[src/rtl/mmc_regs_pkg.sv]
package mmc_regs_pkg;
  localparam int REG_W  = 32;
  localparam int ADDR_W = 12;
  localparam int NUM_IRQ = 2;

  // register byte offsets
  localparam logic [ADDR_W-1:0] OFS_SUPPLY  = 12'h000;
  localparam logic [ADDR_W-1:0] OFS_CLKCTL  = 12'h004;
  localparam logic [ADDR_W-1:0] OFS_ARG     = 12'h008;
  localparam logic [ADDR_W-1:0] OFS_CMD     = 12'h00C;
  localparam logic [ADDR_W-1:0] OFS_RSPIDX  = 12'h010;
  localparam logic [ADDR_W-1:0] OFS_RSP0    = 12'h014;
  localparam logic [ADDR_W-1:0] OFS_RSP1    = 12'h018;
  localparam logic [ADDR_W-1:0] OFS_RSP2    = 12'h01C;
  localparam logic [ADDR_W-1:0] OFS_RSP3    = 12'h020;
  localparam logic [ADDR_W-1:0] OFS_TIMER   = 12'h024;
  localparam logic [ADDR_W-1:0] OFS_LEN     = 12'h028;
  localparam logic [ADDR_W-1:0] OFS_DCTL    = 12'h02C;
  localparam logic [ADDR_W-1:0] OFS_DCNT    = 12'h030;
  localparam logic [ADDR_W-1:0] OFS_STAT    = 12'h034;
  localparam logic [ADDR_W-1:0] OFS_CLR     = 12'h038;
  localparam logic [ADDR_W-1:0] OFS_MASK0   = 12'h03C;
  localparam logic [ADDR_W-1:0] OFS_MASK1   = 12'h040;
  localparam logic [ADDR_W-1:0] OFS_WCNT    = 12'h048;

  // command word fields
  localparam int CMD_IDX_W = 6;
  localparam int CMD_RESP  = 6;
  localparam int CMD_LONG  = 7;
  localparam int CMD_HOLD  = 9;
  localparam int CMD_GO    = 10;

  // data control fields
  localparam int DC_RUN = 0;
  localparam int DC_RX  = 1;

  // status bit positions
  localparam int ST_CMD_TMO   = 2;
  localparam int ST_RSP_DONE  = 6;
  localparam int ST_CMD_DONE  = 7;
  localparam int ST_DAT_END   = 8;
  localparam int ST_BLK_END   = 10;
  localparam int ST_TX_ACT    = 12;
  localparam int ST_RX_ACT    = 13;
  localparam int ST_TX_HALF   = 14;
  localparam int ST_RX_HALF   = 15;
  localparam int ST_TX_FULL   = 16;
  localparam int ST_RX_FULL   = 17;
  localparam int ST_TX_EMPTY  = 18;
  localparam int ST_RX_EMPTY  = 19;
  localparam int ST_TX_AVAIL  = 20;
  localparam int ST_RX_AVAIL  = 21;
  localparam int EVT_W        = 11;

  localparam logic [CMD_IDX_W-1:0] NO_CARD_IDX = 6'h3F;

  function automatic logic [7:0] ident_byte(input logic [2:0] k);
    case (k)
      3'd0: return 8'h81;
      3'd1: return 8'h11;
      3'd2: return 8'h04;
      3'd3: return 8'h00;
      3'd4: return 8'h0D;
      3'd5: return 8'hF0;
      3'd6: return 8'h05;
      default: return 8'hB1;
    endcase
  endfunction
endpackage

[src/rtl/mmc_word_fifo.sv]
module mmc_word_fifo #(
  parameter int DEPTH = 16,
  parameter int WIDTH = 32,
  localparam int PTR_W = $clog2(DEPTH)
) (
  input  logic             clk,
  input  logic             rst,
  input  logic             push,
  input  logic [WIDTH-1:0] push_data,
  input  logic             pop,
  output logic [WIDTH-1:0] head,
  output logic [PTR_W:0]   level,
  output logic             full,
  output logic             empty
);
  logic [WIDTH-1:0] mem [DEPTH];
  logic [PTR_W-1:0] wr_ptr, rd_ptr;
  logic             do_push, do_pop;

  assign full    = (level == (PTR_W+1)'(DEPTH));
  assign empty   = (level == '0);
  assign do_push = push && !full;
  assign do_pop  = pop && !empty;
  assign head    = mem[rd_ptr];

  always_ff @(posedge clk) begin
    if (do_push) mem[wr_ptr] <= push_data;
  end

  always_ff @(posedge clk) begin
    if (rst) begin
      wr_ptr <= '0;
      rd_ptr <= '0;
      level  <= '0;
    end else begin
      if (do_push) wr_ptr <= (wr_ptr == PTR_W'(DEPTH-1)) ? '0 : wr_ptr + 1'b1;
      if (do_pop)  rd_ptr <= (rd_ptr == PTR_W'(DEPTH-1)) ? '0 : rd_ptr + 1'b1;
      case ({do_push, do_pop})
        2'b10:   level <= level + 1'b1;
        2'b01:   level <= level - 1'b1;
        default: level <= level;
      endcase
    end
  end
endmodule

[src/rtl/mmc_data_engine.sv]
module mmc_data_engine #(
  parameter int DEPTH = 16,
  parameter int LEN_W = 16,
  localparam int PTR_W = $clog2(DEPTH),
  localparam int W = mmc_regs_pkg::REG_W
) (
  input  logic             clk,
  input  logic             rst,
  input  logic             start,
  input  logic             start_rx,
  input  logic [LEN_W-1:0] len,
  input  logic             hold,
  input  logic             bus_push,
  input  logic [W-1:0]     bus_push_data,
  input  logic             bus_pop,
  output logic [W-1:0]     head,
  output logic [PTR_W:0]   level,
  output logic             full,
  output logic             empty,
  output logic [LEN_W-1:0] count,
  output logic             active,
  output logic             done
);
  logic             dir_rx;
  logic [LEN_W-1:0] len_q, sent;
  logic [2:0]       take;
  logic             go, eng_push, eng_pop;
  logic [W-1:0]     rx_word;

  assign go       = active && !hold && !bus_push && !bus_pop && (count != '0);
  assign eng_push = go && dir_rx && !full;
  assign eng_pop  = go && !dir_rx && !empty;
  assign take     = (count >= LEN_W'(4)) ? 3'd4 : count[2:0];
  assign sent     = len_q - count;
  assign done     = active && (count == '0);

  // stub card: byte k of a transfer carries k mod 256
  always_comb begin
    rx_word = '0;
    for (int i = 0; i < 4; i++) begin
      if (i < int'(take)) rx_word[i*8 +: 8] = sent[7:0] + 8'(i);
    end
  end

  mmc_word_fifo #(.DEPTH(DEPTH), .WIDTH(W)) u_fifo (
    .clk       (clk),
    .rst       (rst),
    .push      (bus_push || eng_push),
    .push_data (bus_push ? bus_push_data : rx_word),
    .pop       (bus_pop || eng_pop),
    .head      (head),
    .level     (level),
    .full      (full),
    .empty     (empty)
  );

  always_ff @(posedge clk) begin
    if (rst) begin
      count  <= '0;
      len_q  <= '0;
      dir_rx <= 1'b0;
      active <= 1'b0;
    end else if (start) begin
      count  <= len;
      len_q  <= len;
      dir_rx <= start_rx;
      active <= 1'b1;
    end else begin
      if (eng_push || eng_pop) count <= count - LEN_W'(take);
      if (active && (count == '0) && empty) active <= 1'b0;
    end
  end
endmodule

[src/rtl/mmc_cmd_stub.sv]
module mmc_cmd_stub
  import mmc_regs_pkg::*;
(
  input  logic                 clk,
  input  logic                 rst,
  input  logic                 fire,
  input  logic [CMD_IDX_W-1:0] index,
  input  logic                 want_resp,
  input  logic                 want_long,
  input  logic [REG_W-1:0]     arg,
  output logic [3:0][REG_W-1:0] resp,
  output logic [CMD_IDX_W-1:0] resp_idx,
  output logic                 ev_sent,
  output logic                 ev_resp,
  output logic                 ev_timeout
);
  logic no_card;

  assign no_card    = (index == NO_CARD_IDX);
  assign ev_timeout = fire && no_card;
  assign ev_resp    = fire && !no_card && want_resp;
  assign ev_sent    = fire && !no_card && !want_resp;

  always_ff @(posedge clk) begin
    if (rst) begin
      resp     <= '0;
      resp_idx <= '0;
    end else if (ev_resp) begin
      resp_idx <= index;
      resp[0]  <= arg;
      if (want_long) begin
        resp[1] <= ~arg;
        resp[2] <= arg;
        resp[3] <= ~arg & ~REG_W'(1);
      end else begin
        resp[1] <= '0;
        resp[2] <= '0;
        resp[3] <= '0;
      end
    end
  end
endmodule

[src/rtl/mmc_host_regs.sv]
module mmc_host_regs
  import mmc_regs_pkg::*;
#(
  parameter int FIFO_DEPTH = 16,
  parameter int LEN_W      = 16,
  localparam int PTR_W     = $clog2(FIFO_DEPTH)
) (
  input  logic               clk,
  input  logic               rst,
  input  logic               bus_sel,
  input  logic               bus_wr,
  input  logic [ADDR_W-1:0]  bus_addr,
  input  logic [REG_W-1:0]   bus_wdata,
  output logic [REG_W-1:0]   bus_rdata,
  output logic [NUM_IRQ-1:0] irq_out
);
  logic [ADDR_W-1:0] ofs;
  logic              wr_en, rd_en, in_window, in_ident;

  logic [7:0]        supply_q, clkctl_q, dctl_q;
  logic [REG_W-1:0]  arg_q, cmd_q, timer_q;
  logic [LEN_W-1:0]  len_q;
  logic [REG_W-1:0]  mask_q [NUM_IRQ];
  logic [EVT_W-1:0]  evt_q;
  logic              hold_q;
  logic [REG_W-1:0]  rdata_q, rd_val;

  logic [REG_W-1:0]  fifo_head;
  logic [PTR_W:0]    fifo_level;
  logic              fifo_full, fifo_empty, eng_active, eng_done;
  logic [LEN_W-1:0]  byte_cnt;
  logic [LEN_W:0]    word_cnt;
  logic              start, fifo_wr_ok, fifo_rd_ok, cmd_fire;
  logic [3:0][REG_W-1:0] resp;
  logic [CMD_IDX_W-1:0]  resp_idx;
  logic              ev_sent, ev_resp, ev_tmo;
  logic [REG_W-1:0]  live_bits, status;

  assign ofs       = {bus_addr[ADDR_W-1:2], 2'b00};
  assign wr_en     = bus_sel && bus_wr;
  assign rd_en     = bus_sel && !bus_wr;
  assign in_window = (ofs[ADDR_W-1:6] == 6'b000010);
  assign in_ident  = (ofs[ADDR_W-1:5] == 7'b1111111);

  assign start      = wr_en && (ofs == OFS_DCTL) && bus_wdata[DC_RUN];
  assign fifo_wr_ok = wr_en && in_window && (byte_cnt != '0) && !fifo_full;
  assign fifo_rd_ok = rd_en && in_window && !fifo_empty;
  assign cmd_fire   = wr_en && (ofs == OFS_CMD) && bus_wdata[CMD_GO] && !bus_wdata[CMD_HOLD];
  assign word_cnt   = ({1'b0, byte_cnt} + (LEN_W+1)'(3)) >> 2;

  mmc_data_engine #(.DEPTH(FIFO_DEPTH), .LEN_W(LEN_W)) u_eng (
    .clk           (clk),
    .rst           (rst),
    .start         (start),
    .start_rx      (bus_wdata[DC_RX]),
    .len           (len_q),
    .hold          (hold_q),
    .bus_push      (fifo_wr_ok),
    .bus_push_data (bus_wdata),
    .bus_pop       (fifo_rd_ok),
    .head          (fifo_head),
    .level         (fifo_level),
    .full          (fifo_full),
    .empty         (fifo_empty),
    .count         (byte_cnt),
    .active        (eng_active),
    .done          (eng_done)
  );

  mmc_cmd_stub u_cmd (
    .clk        (clk),
    .rst        (rst),
    .fire       (cmd_fire),
    .index      (bus_wdata[CMD_IDX_W-1:0]),
    .want_resp  (bus_wdata[CMD_RESP]),
    .want_long  (bus_wdata[CMD_LONG]),
    .arg        (arg_q),
    .resp       (resp),
    .resp_idx   (resp_idx),
    .ev_sent    (ev_sent),
    .ev_resp    (ev_resp),
    .ev_timeout (ev_tmo)
  );

  // live FIFO indications, shown only while a transfer is in progress
  always_comb begin
    live_bits = '0;
    if ((byte_cnt != '0) || !fifo_empty) begin
      if (dctl_q[DC_RX]) begin
        live_bits[ST_RX_ACT]   = 1'b1;
        live_bits[ST_RX_HALF]  = (fifo_level >= (PTR_W+1)'(FIFO_DEPTH/2));
        live_bits[ST_RX_FULL]  = fifo_full;
        live_bits[ST_RX_EMPTY] = fifo_empty;
        live_bits[ST_RX_AVAIL] = !fifo_empty;
      end else begin
        live_bits[ST_TX_ACT]   = 1'b1;
        live_bits[ST_TX_HALF]  = (fifo_level <= (PTR_W+1)'(FIFO_DEPTH/2));
        live_bits[ST_TX_FULL]  = fifo_full;
        live_bits[ST_TX_EMPTY] = fifo_empty;
        live_bits[ST_TX_AVAIL] = !fifo_empty;
      end
    end
  end

  assign status = live_bits | REG_W'(evt_q);

  always_comb begin
    rd_val = '0;
    if (in_window) begin
      rd_val = fifo_empty ? '0 : fifo_head;
    end else if (in_ident) begin
      rd_val = REG_W'(ident_byte(ofs[4:2]));
    end else begin
      case (ofs)
        OFS_SUPPLY: rd_val = REG_W'(supply_q);
        OFS_CLKCTL: rd_val = REG_W'(clkctl_q);
        OFS_ARG:    rd_val = arg_q;
        OFS_CMD:    rd_val = cmd_q;
        OFS_RSPIDX: rd_val = REG_W'(resp_idx);
        OFS_RSP0:   rd_val = resp[0];
        OFS_RSP1:   rd_val = resp[1];
        OFS_RSP2:   rd_val = resp[2];
        OFS_RSP3:   rd_val = resp[3];
        OFS_TIMER:  rd_val = timer_q;
        OFS_LEN:    rd_val = REG_W'(len_q);
        OFS_DCTL:   rd_val = REG_W'({dctl_q[7:1], eng_active});
        OFS_DCNT:   rd_val = REG_W'(byte_cnt);
        OFS_STAT:   rd_val = status;
        OFS_MASK0:  rd_val = mask_q[0];
        OFS_MASK1:  rd_val = mask_q[1];
        OFS_WCNT:   rd_val = REG_W'(word_cnt);
        default:    rd_val = '0;
      endcase
    end
  end

  always_ff @(posedge clk) begin
    if (rst) begin
      supply_q <= '0;
      clkctl_q <= '0;
      dctl_q   <= '0;
      arg_q    <= '0;
      cmd_q    <= '0;
      timer_q  <= '0;
      len_q    <= '0;
      rdata_q  <= '0;
      hold_q   <= 1'b0;
    end else begin
      if (wr_en) begin
        case (ofs)
          OFS_SUPPLY: supply_q <= bus_wdata[7:0];
          OFS_CLKCTL: clkctl_q <= bus_wdata[7:0];
          OFS_ARG:    arg_q    <= bus_wdata;
          OFS_CMD:    cmd_q    <= bus_wdata & ~(REG_W'(1) << CMD_GO);
          OFS_TIMER:  timer_q  <= bus_wdata;
          OFS_LEN:    len_q    <= bus_wdata[LEN_W-1:0];
          OFS_DCTL:   dctl_q   <= bus_wdata[7:0];
          default: ;
        endcase
      end
      if (rd_en) rdata_q <= rd_val;
      if (fifo_rd_ok) hold_q <= 1'b1;
      else if (rd_en && ((ofs == OFS_STAT) || (ofs == OFS_WCNT))) hold_q <= 1'b0;
    end
  end

  // event bits: clear first, new events win
  always_ff @(posedge clk) begin
    if (rst) begin
      evt_q <= '0;
    end else begin
      logic [EVT_W-1:0] nxt;
      nxt = evt_q;
      if (wr_en && (ofs == OFS_CLR)) nxt = nxt & ~bus_wdata[EVT_W-1:0];
      if (ev_tmo)   nxt[ST_CMD_TMO]  = 1'b1;
      if (ev_resp)  nxt[ST_RSP_DONE] = 1'b1;
      if (ev_sent)  nxt[ST_CMD_DONE] = 1'b1;
      if (eng_done) begin
        nxt[ST_DAT_END] = 1'b1;
        nxt[ST_BLK_END] = 1'b1;
      end
      evt_q <= nxt;
    end
  end

  generate
    for (genvar g = 0; g < NUM_IRQ; g++) begin : g_irq
      localparam logic [ADDR_W-1:0] MASK_OFS = (g == 0) ? OFS_MASK0 : OFS_MASK1;
      always_ff @(posedge clk) begin
        if (rst) begin
          mask_q[g]  <= '0;
          irq_out[g] <= 1'b0;
        end else begin
          if (wr_en && (ofs == MASK_OFS)) mask_q[g] <= bus_wdata;
          irq_out[g] <= |(status & mask_q[g]);
        end
      end
    end
  endgenerate

  assign bus_rdata = rdata_q;
endmodule

[config.mk]
export PLATFORM = sky130hd
export DESIGN_NAME = mmc_host_regs
export DESIGN_NICKNAME = d
export VERILOG_FILES = /design/src/rtl/mmc_regs_pkg.sv /design/src/rtl/mmc_word_fifo.sv /design/src/rtl/mmc_data_engine.sv /design/src/rtl/mmc_cmd_stub.sv /design/src/rtl/mmc_host_regs.sv
export SDC_FILE = /design/constraint.sdc
export NUM_CORES = 1
export LEC_CHECK = 0
export BUFFER_PORTS_ARGS = -buffer_cell sky130_fd_sc_hd__buf_2
export CAP_MARGIN = 15
export CORE_MARGIN = 1
export CORE_UTILIZATION = 55
export DETAILED_ROUTE_END_ITERATION = 16
export PLACE_DENSITY = 0.79
export SLEW_MARGIN = 20
export SYNTH_ARGS = -nofsm -noshare
export SYNTH_HDL_FRONTEND = slang
export SYNTH_SLANG_ARGS = --single-unit
[constraint.sdc]
create_clock -name clk -period 10.4 [get_ports clk]
set_input_delay 2.08 -clock clk [delete_from_list [all_inputs] [get_ports clk]]
set_output_delay 2.08 -clock clk [all_outputs]
set_load 0.02 [all_outputs]
* Word level (Yosys, flattened, before mapping)
Memory sizes are Yosys's and may differ from the RTL's. A register that Yosys moved wholly into a read port is not among the register bits.
Cells that the tools add are included.
** Storage, ports and cells
- Register bits after elaboration :: 354
- Bits in writable memories :: 576
- Input bits :: 48
- Output and inout port bits :: 34
- Memories :: 2
** Memory list
- u_eng.u_fifo.mem :: depth 16, width 32, read ports 1, clocked after Yosys merged registers in 1, wr ports 1, line mmc_word_fifo.sv:16 : logic [WIDTH-1:0] mem [DEPTH];
- mask_q :: depth 2, width 32, read ports 2, clocked after Yosys merged registers in 0, wr ports 2, line mmc_host_regs.sv:23 : logic [REG_W-1:0] mask_q [NUM_IRQ];
** Operators by class
- Add/sub/neg operators :: 10
- Magnitude comparators :: 7
- Eq/ne operators :: 31
- Mux-type cells :: 52
- Bitwise gates (word level) :: 8
- Reductions and logical operators :: 69
** Operator list (count)
- 32-bit one-hot mux with 17 select lines :: 1
- 32-bit two-way mux :: 6
- 96-bit two-way mux :: 1
- 10-bit by 4-bit equality test with 1-bit output (second input constant) :: 8
- 22-bit by 32-bit AND with 32-bit output :: 2
- 32-bit OR reduction :: 2
- 8-bit one-hot mux with 7 select lines :: 1
- 10-bit by 3-bit equality test with 1-bit output (second input constant) :: 4
- 1-bit logical AND :: 32
- 16-bit two-way mux :: 2
- 8-bit two-way mux :: 4
- 32-bit NOT :: 1
- 1-bit two-way mux :: 29
- 22-bit by 11-bit bitwise OR with 22-bit output :: 1
- 10-bit by 2-bit equality test with 1-bit output (second input constant) :: 2
- 10-bit by 5-bit equality test with 1-bit output (second input constant) :: 2
- 16-bit by 2-bit adder with 17-bit output (second input constant) :: 1
- 8-bit by 2-bit adder with 8-bit output (second input constant) :: 2
- 16-bit by 3-bit >= comparator with 1-bit output (second input constant) :: 1
- 16-bit zero test :: 1
- 4-bit two-way mux :: 4
- 16-bit nonzero test :: 1
- 2-bit nonzero test :: 8
- 16-bit by 3-bit subtractor with 16-bit output :: 1
- other kinds (33) :: 60

* Logic depth before layout (Yosys ltp)
Gate-level depths: netlist (run 1).
- Word-level depth :: 14
- Depth in mapped cells :: 17

* Cells and area by module
A second synthesis (run 1) with hierarchy kept.
** Second synthesis, totals
- Cells, all modules :: 3130
- Area, all modules :: 40037.1 um^2
** By module, submodules not included
- mmc_word_fifo :: times used 1, cells each 827, area an instance 20273.2 um^2, seq. area each 15715.1 um^2
- mmc_host_regs :: times used 1, cells each 1487, area an instance 12645.9 um^2, seq. area each 5525.3 um^2
- mmc_cmd_stub :: times used 1, cells each 486, area an instance 4610.7 um^2, seq. area each 2042.0 um^2
- mmc_data_engine :: times used 1, cells each 330, area an instance 2507.4 um^2, seq. area each 520.5 um^2

* Worst setup path after synthesis (run 1)
Ideal clock, no wire load.
- Path kind :: in2reg
- From :: in bus_addr[9]
- To :: mem u_eng.u_fifo.mem[1][0] (enable)
- Library setup time :: 0.461 ns
- Arrival :: 5.476 ns
- Path slack :: 4.463 ns
- Cell stages on the path :: 6
- Buffers on the path :: 1
- Path through :: nor4_4 -> o2111ai_2 -> a21oi_1 -> buf_2 -> nand2_1 -> nor3_1
** Between the ends
- Longest elaborated chain between the ends :: 14
- Elaborated cells between the ends (all ways) :: 17
- Those cells by class :: 1 x eq/ne; 2 x mux; 14 x reduce/logical
** RTL lines
- from (decl) :: line mmc_host_regs.sv:12 : input logic [ADDR_W-1:0] bus_addr,
- 6-bit by 2-bit equality test with 1-bit output * :: line mmc_host_regs.sv:42 : assign in_window = (ofs[ADDR_W-1:6] == 6'b000010);
- 1-bit logical AND (3 in series) :: line mmc_host_regs.sv:46 : assign fifo_wr_ok = wr_en && in_window && (byte_cnt != '0) && !fifo_full;
- 1-bit zero test :: line mmc_data_engine.sv:30 : assign go = active && !hold && !bus_push && !bus_pop && (count != '0);
- 1-bit logical AND (3 in series) :: line mmc_data_engine.sv:30
- 1-bit logical AND (2 in series) :: line mmc_data_engine.sv:31 : assign eng_push = go && dir_rx && !full;
- 1-bit logical OR * :: line mmc_data_engine.sv:48 : .push (bus_push || eng_push),
- 1-bit logical AND * :: line mmc_word_fifo.sv:22 : assign do_push = push && !full;
- 1-bit two-way mux * :: line mmc_word_fifo.sv:27 : if (do_push) mem[wr_ptr] <= push_data;
- 1-bit two-way mux (implied by the code) * :: line mmc_word_fifo.sv:27
- to (decl) :: line mmc_word_fifo.sv:16
Every way passes the cells marked *; elsewhere a longest branch is shown, timed or not.

* Final worst setup path (run 1)
- From :: in bus_addr[7]
- To :: mem u_eng.u_fifo.mem[8][17] (enable)
The elaborated chain is that of the path after synthesis.

==> reports/results.txt, run 1 <==
status: finished clean
RSZ-0062 raised after global routing: false
die area: 0.0713 sq mm
DRT Wirelength: 123,000 microns
worst skew pair latency: 680 ps
Layout Skew: 48.5 ps
vias in the first global route: 27,200
worst hold slack: 450 ps
Worst Path Required: 10,740 ps
Crit Path Max Fanout: 21
Synth top cells by count: 576 x edfxtp_1, 514 x nand2_1, 325 x dfxtp_1, 314 x a21oi_1, 161 x clkbuf_1
placed cells: 4,002
nets: 3,233
P per Cell Area: 165 mW/mm^2
# H-tree levels: 3
top cells by area, synth: edfxtp_1 45%, dfxtp_1 17%, mux4_2 8.2%
DR iter-0 viols: 4,456
fill count: 5,099
Inserted Clock Buffers: 89
Die Wd: 267 microns
wire per inst: 29.5 microns
Vias: 28,000
CP Class: input pin to register
final worst-path cycle share: 56.6%
Post-DP HPWL: 77,500 microns
first-pass GRT wire length: 179,000 microns
initial antenna violation count: 5
Root Driver: clkbuf_16
I/O Pins: 82
Die H: 267 microns
drc violations: 0
leakage: 14.2 nW
FMAX: 0.170 GHz
largest net degree at the start of global routing: 96
Hold Buf Count CTS: 0
setup bufs post-CTS: 0
CTS tree: built
Register Area: 0.0238 sq mm
number of enable flip-flop cells after synthesis: 576
worst relative slew slack: 19.4%
clock transition at the registers of the reported paths: 60 ps
PortBufs: 79
dominant cell type by area after synthesis: edfxtp_1
ANT nets after route: 0
count leader, synth: edfxtp_1
Worst Setup Start Kind: input pin
setup violators final: 0
syn avg cell area: 12.4 sq um
post-route non-filler standard cell count: 4,169
RePlAce Congestion: 0.999
cell count after synthesis: 3,127
area grow syn2layout: 11.4%
core region area: 0.0691 sq mm
vias per inst: 6.73
Post-CTS Resized: 0
Synth Cell Area: 0.0386 sq mm
Tot GR Track Use: 34.6%
floorplan row count: 96
setup TNS: 0 ps
clk buf depth: 3
Yosys top cell area share: 44.8%
CP arrival: 6220 ps
Final Hold Viols: 0
Worst Max-Slew Pin Slew: 1200 ps
max-cap violations: 0
CP Capture Type: register
Unique masters post-synth: 87
fin. max-slew vios: 0
Multi-input gate area: 0.0140 sq mm
fraction of layout cells with a size suffix above 1: 17.0%
ys flop type: edfxtp_1
crit path time final: 5880 ps
First-pass DRT Iterations: 8
fraction of registers with async set/reset: 0%
register area share after synthesis: 61.6%
GR Overflow Total: 0
Net Count, Synth: 3,196
VDD IR max: 156 uV
CTS sink count: 901
Starting Density: 55.9%
Yosys Warn Count: 0
Worst Hold Class: register to register
Synth Register Bits: 901
[critical path, stage by stage]
cell and delay, ps:
buf_2 220, nor2b_1 600, o2111ai_2 570, a21oi_1 980, nand2_1 470, nor2_4 860, buf_4 420
[cell families (layout without fill, tap and decap cells)]
logic type	after synthesis	in the layout	synth area share (%)
AO/OA/AOI/OAI	665	665	10.9
XOR/XNOR	51	51	1.18
adder cells (fa/ha/maj)	21	21	0.700
buffers and inverters	252	358	2.72
flip-flops	901	901	61.6
multiplexers	245	245	11.0
other	1	6	0.00971
AND/OR/NAND/NOR	991	991	11.9
[registers in the layout, indices dropped and copies added, names as in the netlist, 2 cells and up, named ones only]
name and count:
irq_out 2, u_cmd.resp 96, timer_q 32, evt_q 11
arg_q 32, u_eng.count 16, cmd_q 31, clkctl_q 8
len_q 16, mask_q 64, u_eng.u_fifo.rd_ptr 4, u_eng.u_fifo.level 5
dctl_q 7, u_eng.len_q 8, u_eng.u_fifo.mem 512, supply_q 8
u_eng.u_fifo.wr_ptr 4, u_cmd.resp_idx 6, bus_rdata 32
[layout by cell type (no fill, tap or decap), types with 74 or more instances in the layout]
cell type,count
o21ai_0,74
buf_4,96
dfxtp_1,321
a21oi_1,311
edfxtp_1,576
mux2i_1,84
mux4_2,140
clkbuf_16,90
nor2_1,140
nand2_1,511
buf_2,78
[power by group]
part / leakage [nW] / switching [W] / internal, W
Clock: 1.39 / 0.00141 / 0.00172
Combinational: 4.65 / 0.000147 / 0.0000371
Sequential: 8.14 / 0.0000113 / 0.00378
[final timing paths]
path	startpoint	endpoint	slack, ps	cells after the start
setup / recovery	bus_addr[7]	u_eng.u_fifo.mem[8][17]	4520	7
hold / removal	u_cmd.resp[55]	u_cmd.resp[55]	450	2
setup reg to reg	u_eng.u_fifo.level[0]	u_eng.u_fifo.mem[8][17]	5880	7
hold reg to reg	u_cmd.resp[55]	u_cmd.resp[55]	450	2
[cell type report]
class | count | area share (%)
Sequential cell | 901 | 55.3
Tap cell | 931 | 2.71
Inverter | 21 | 0.183
Clock buffer | 115 | 5.64
Multi-Input combinational cell | 1974 | 32.6
Timing Repair Buffer | 177 | 2.66
Antenna cell | 5 | 0.0291
Clock inverter | 45 | 0.916
[metal layers]
layer / vias up / track usage (%) / wire length, microns
li1: 11800 / - / -
met5: - / 0 / 23
met1: 13900 / 45.4 / 45500
met3: 417 / 6.55 / 13400
met4: 2 / 18.5 / 6650
met2: 2018 / 54.6 / 57300
[metrics by stage]
step                total power [W]  util, %  setup WS [ps]  cell area, sq um
finish                      0.00710     62.3           4520             43100
global route                0.00724     62.3           4420             43000
CTS                         0.00711     62.3           4660             43000
detailed placement          0.00404     58.2           4010             40200
global placement            0.00404     58.2           4150             40200
floorplan                   0.00394        -           4460             38600
(Power assumes the default switching activity.)
==> run 2: changes to the inputs <==
==> constraint.sdc (replaced) <==
create_clock -name clk -period 5.54 [get_ports clk]
set_input_delay 1.108 -clock clk [delete_from_list [all_inputs] [get_ports clk]]
set_output_delay 1.108 -clock clk [all_outputs]
set_load 0.02 [all_outputs]
==> run 2 against run 1 <==
  * Non-clock buffer count increased by 41
  * Worst setup slack got worse by 3500 ps
  * Sequential share of layout area decreased by 0.74 points
  * Sequential power increased by 88%
  * Hold slack improved by 1.1 ps
  * Sequential cell count unchanged
  * Cell count increased by 1.0%
  * Total power increased by 92%
  * Count of clock-buffer cells in the layout increased by 13
  * Cell area increased by 1.3%
  * Wire length increased by 1.5%
  * Largest power group unchanged
==> reports/results.txt, run 2 (synthesized netlist as in run 1, its figures left out) <==
FMAX: 0.223 GHz
setup violators final: 0 (unchanged)
top flop regs: u_eng.u_fifo.mem (512), u_cmd.resp (96), mask_q (64) (unchanged)
VDD IR max: 352 uV (was 156 uV)
RSZ-0062 raised after global routing: false (unchanged)
fraction of layout cells with a size suffix above 1: 17.8% (was 17.0%)
max reg flops: 512 (unchanged)
Final Core Density: 63.2% (was 62.3%)
P per Cell Area: 313 mW/mm^2 (was 165 mW/mm^2)
Die H: 267 microns (unchanged)
Tot GR Track Use: 35.1% (was 34.6%)
area grow syn2layout: 12.9% (was 11.4%)
Final Cell Area: 0.0436 sq mm (was 0.0431 sq mm)
clock transition at the registers of the reported paths: 60 ps (about the same)
Vias: 28,400 (was 28,000)
drc violations: 0 (unchanged)
RePlAce Congestion: 1.01 (was 0.999)
crit path time final: 4480 ps
PortBufs: 79 (unchanged)
I/O Pins: 82 (unchanged)
largest net degree at the start of global routing: 176 (was 96)
Die Wd: 267 microns (unchanged)
DRT Wirelength: 125,000 microns (was 123,000 microns)
placed cells: 4,045 (was 4,002)
# H-tree levels: 3 (unchanged)
Worst Hold Class: register to register (unchanged)
DP Area: 0.0406 sq mm (was 0.0402 sq mm)
nets: 3,275 (was 3,233)
fin. max-slew vios: 0 (unchanged)
wire per inst: 29.6 microns (was 29.5 microns)
CP Class: register to register (was input pin to register)
core region area: 0.0691 sq mm (unchanged)
Post-CTS Resized: 0 (unchanged)
First-pass DRT Iterations: 9 (was 8)
final worst-path cycle share: 80.9%
Top reg by flops: u_eng.u_fifo.mem (unchanged)
floorplan row count: 96 (unchanged)
Worst Path Required: 5900 ps (was 10,740 ps)
vias per inst: 6.74 (was 6.73)
ANT nets after route: 0 (unchanged)
Inserted Clock Buffers: 90 (was 89)
DR iter-0 viols: 4,318 (was 4,456)
Starting Density: 55.9% (unchanged)
Crit Path Max Fanout: 16 (was 21)
CTS tree: built (unchanged)
vias in the first global route: 27,500 (was 27,200)
setup bufs post-CTS: 0 (unchanged)
status: finished clean (unchanged)
Layout Skew: 28.6 ps (was 48.5 ps)
max-cap violations: 0 (unchanged)
Hold Buf Count CTS: 0 (unchanged)
post-route non-filler standard cell count: 4,212 (was 4,169)
commonest non-fill, non-tap cell in the layout: edfxtp_1 (unchanged)
Worst Max-Slew Pin Slew: 1120 ps (was 1200 ps)
worst relative slew slack: 25.5% (was 19.4%)
Post-DP HPWL: 79,700 microns (was 77,500 microns)
Final Hold Viols: 0 (unchanged)
setup TNS: 0 ps (unchanged)
first-pass GRT wire length: 181,000 microns (was 179,000 microns)
Worst Setup Start Kind: register (was input pin)
worst hold slack: 451 ps (was 450 ps)
Root Driver: clkbuf_16 (unchanged)
worst skew pair latency: 650 ps (was 680 ps)
CP Capture Type: register (unchanged)
clk buf depth: 3 (unchanged)
leakage: 14.6 nW (was 14.2 nW)
die area: 0.0713 sq mm (unchanged)
CP arrival: 4840 ps (was 6220 ps)
initial antenna violation count: 4 (was 5)
CTS sink count: 901 (unchanged)
most frequent cells in the layout: 576 x edfxtp_1, 513 x nand2_1, 321 x dfxtp_1 (was 576 x edfxtp_1, 511 x nand2_1, 321 x dfxtp_1)
GR Overflow Total: 0 (unchanged)
[run 2: path summary, 6_finish.rpt]
path                                     start                  endpoint  slack [ps]  depth (start not counted)
worst max register to register  u_eng.count[0]  u_eng.u_fifo.mem[15][15]        1060                         10
worst min-delay path            u_cmd.resp[72]            u_cmd.resp[72]         450                          2
worst max-delay path            u_eng.count[0]  u_eng.u_fifo.mem[15][15]        1060                         10
worst min register to register  u_cmd.resp[72]            u_cmd.resp[72]         450                          2
[run 2: final cells by class]
cell class,instances,area [sq um]
Fill cell,4978,25400
Sequential cell,901,23800
Multi-Input combinational cell,1974,14000
Clock buffer,128,2570
Timing Repair Buffer,218,1590
Tap cell,931,1160
Clock inverter,37,428
Inverter,21,78.8
Antenna cell,2,5.00
[run 2: per-stage QoR]
step / worst slack, ps / power [W]
floorplan: 575 / 0.00741
global placement: 1090 / 0.00758
detailed placement: 1040 / 0.00759
CTS: 1200 / 0.0136
global route: 827 / 0.0139
finish: 1060 / 0.0136
[run 2: layer usage]
layer / up-vias / GRT usage (%) / part of all wire [%]
li1: 11800 / - / -
met1: 14000 / 45.9 / 37
met2: 2083 / 55.0 / 47
met3: 468 / 7.72 / 11
met4: 6 / 18.3 / 5.5
met5: - / 0 / 0.038
[run 2: worst max-delay path, cell delays in order (launching register included)]
cell      delay [ps]
dfxtp_1          630
ha_1             290
inv_1             70
fa_1             400
a211oi_1         350
nor2_1           110
xor2_1           720
o211ai_1         490
nor3_1           340
xnor2_1          160
a22o_1           620
[run 2: power breakdown]
group	total [W]	switching, W	leakage, nW	internal [W]
Sequential	0.00711	0.0000200	8.34	0.00709
Clock	0.00619	0.00265	1.46	0.00354
Combinational	0.000348	0.000275	4.82	0.0000731
Total	0.0136	0.00295	14.6	0.0107
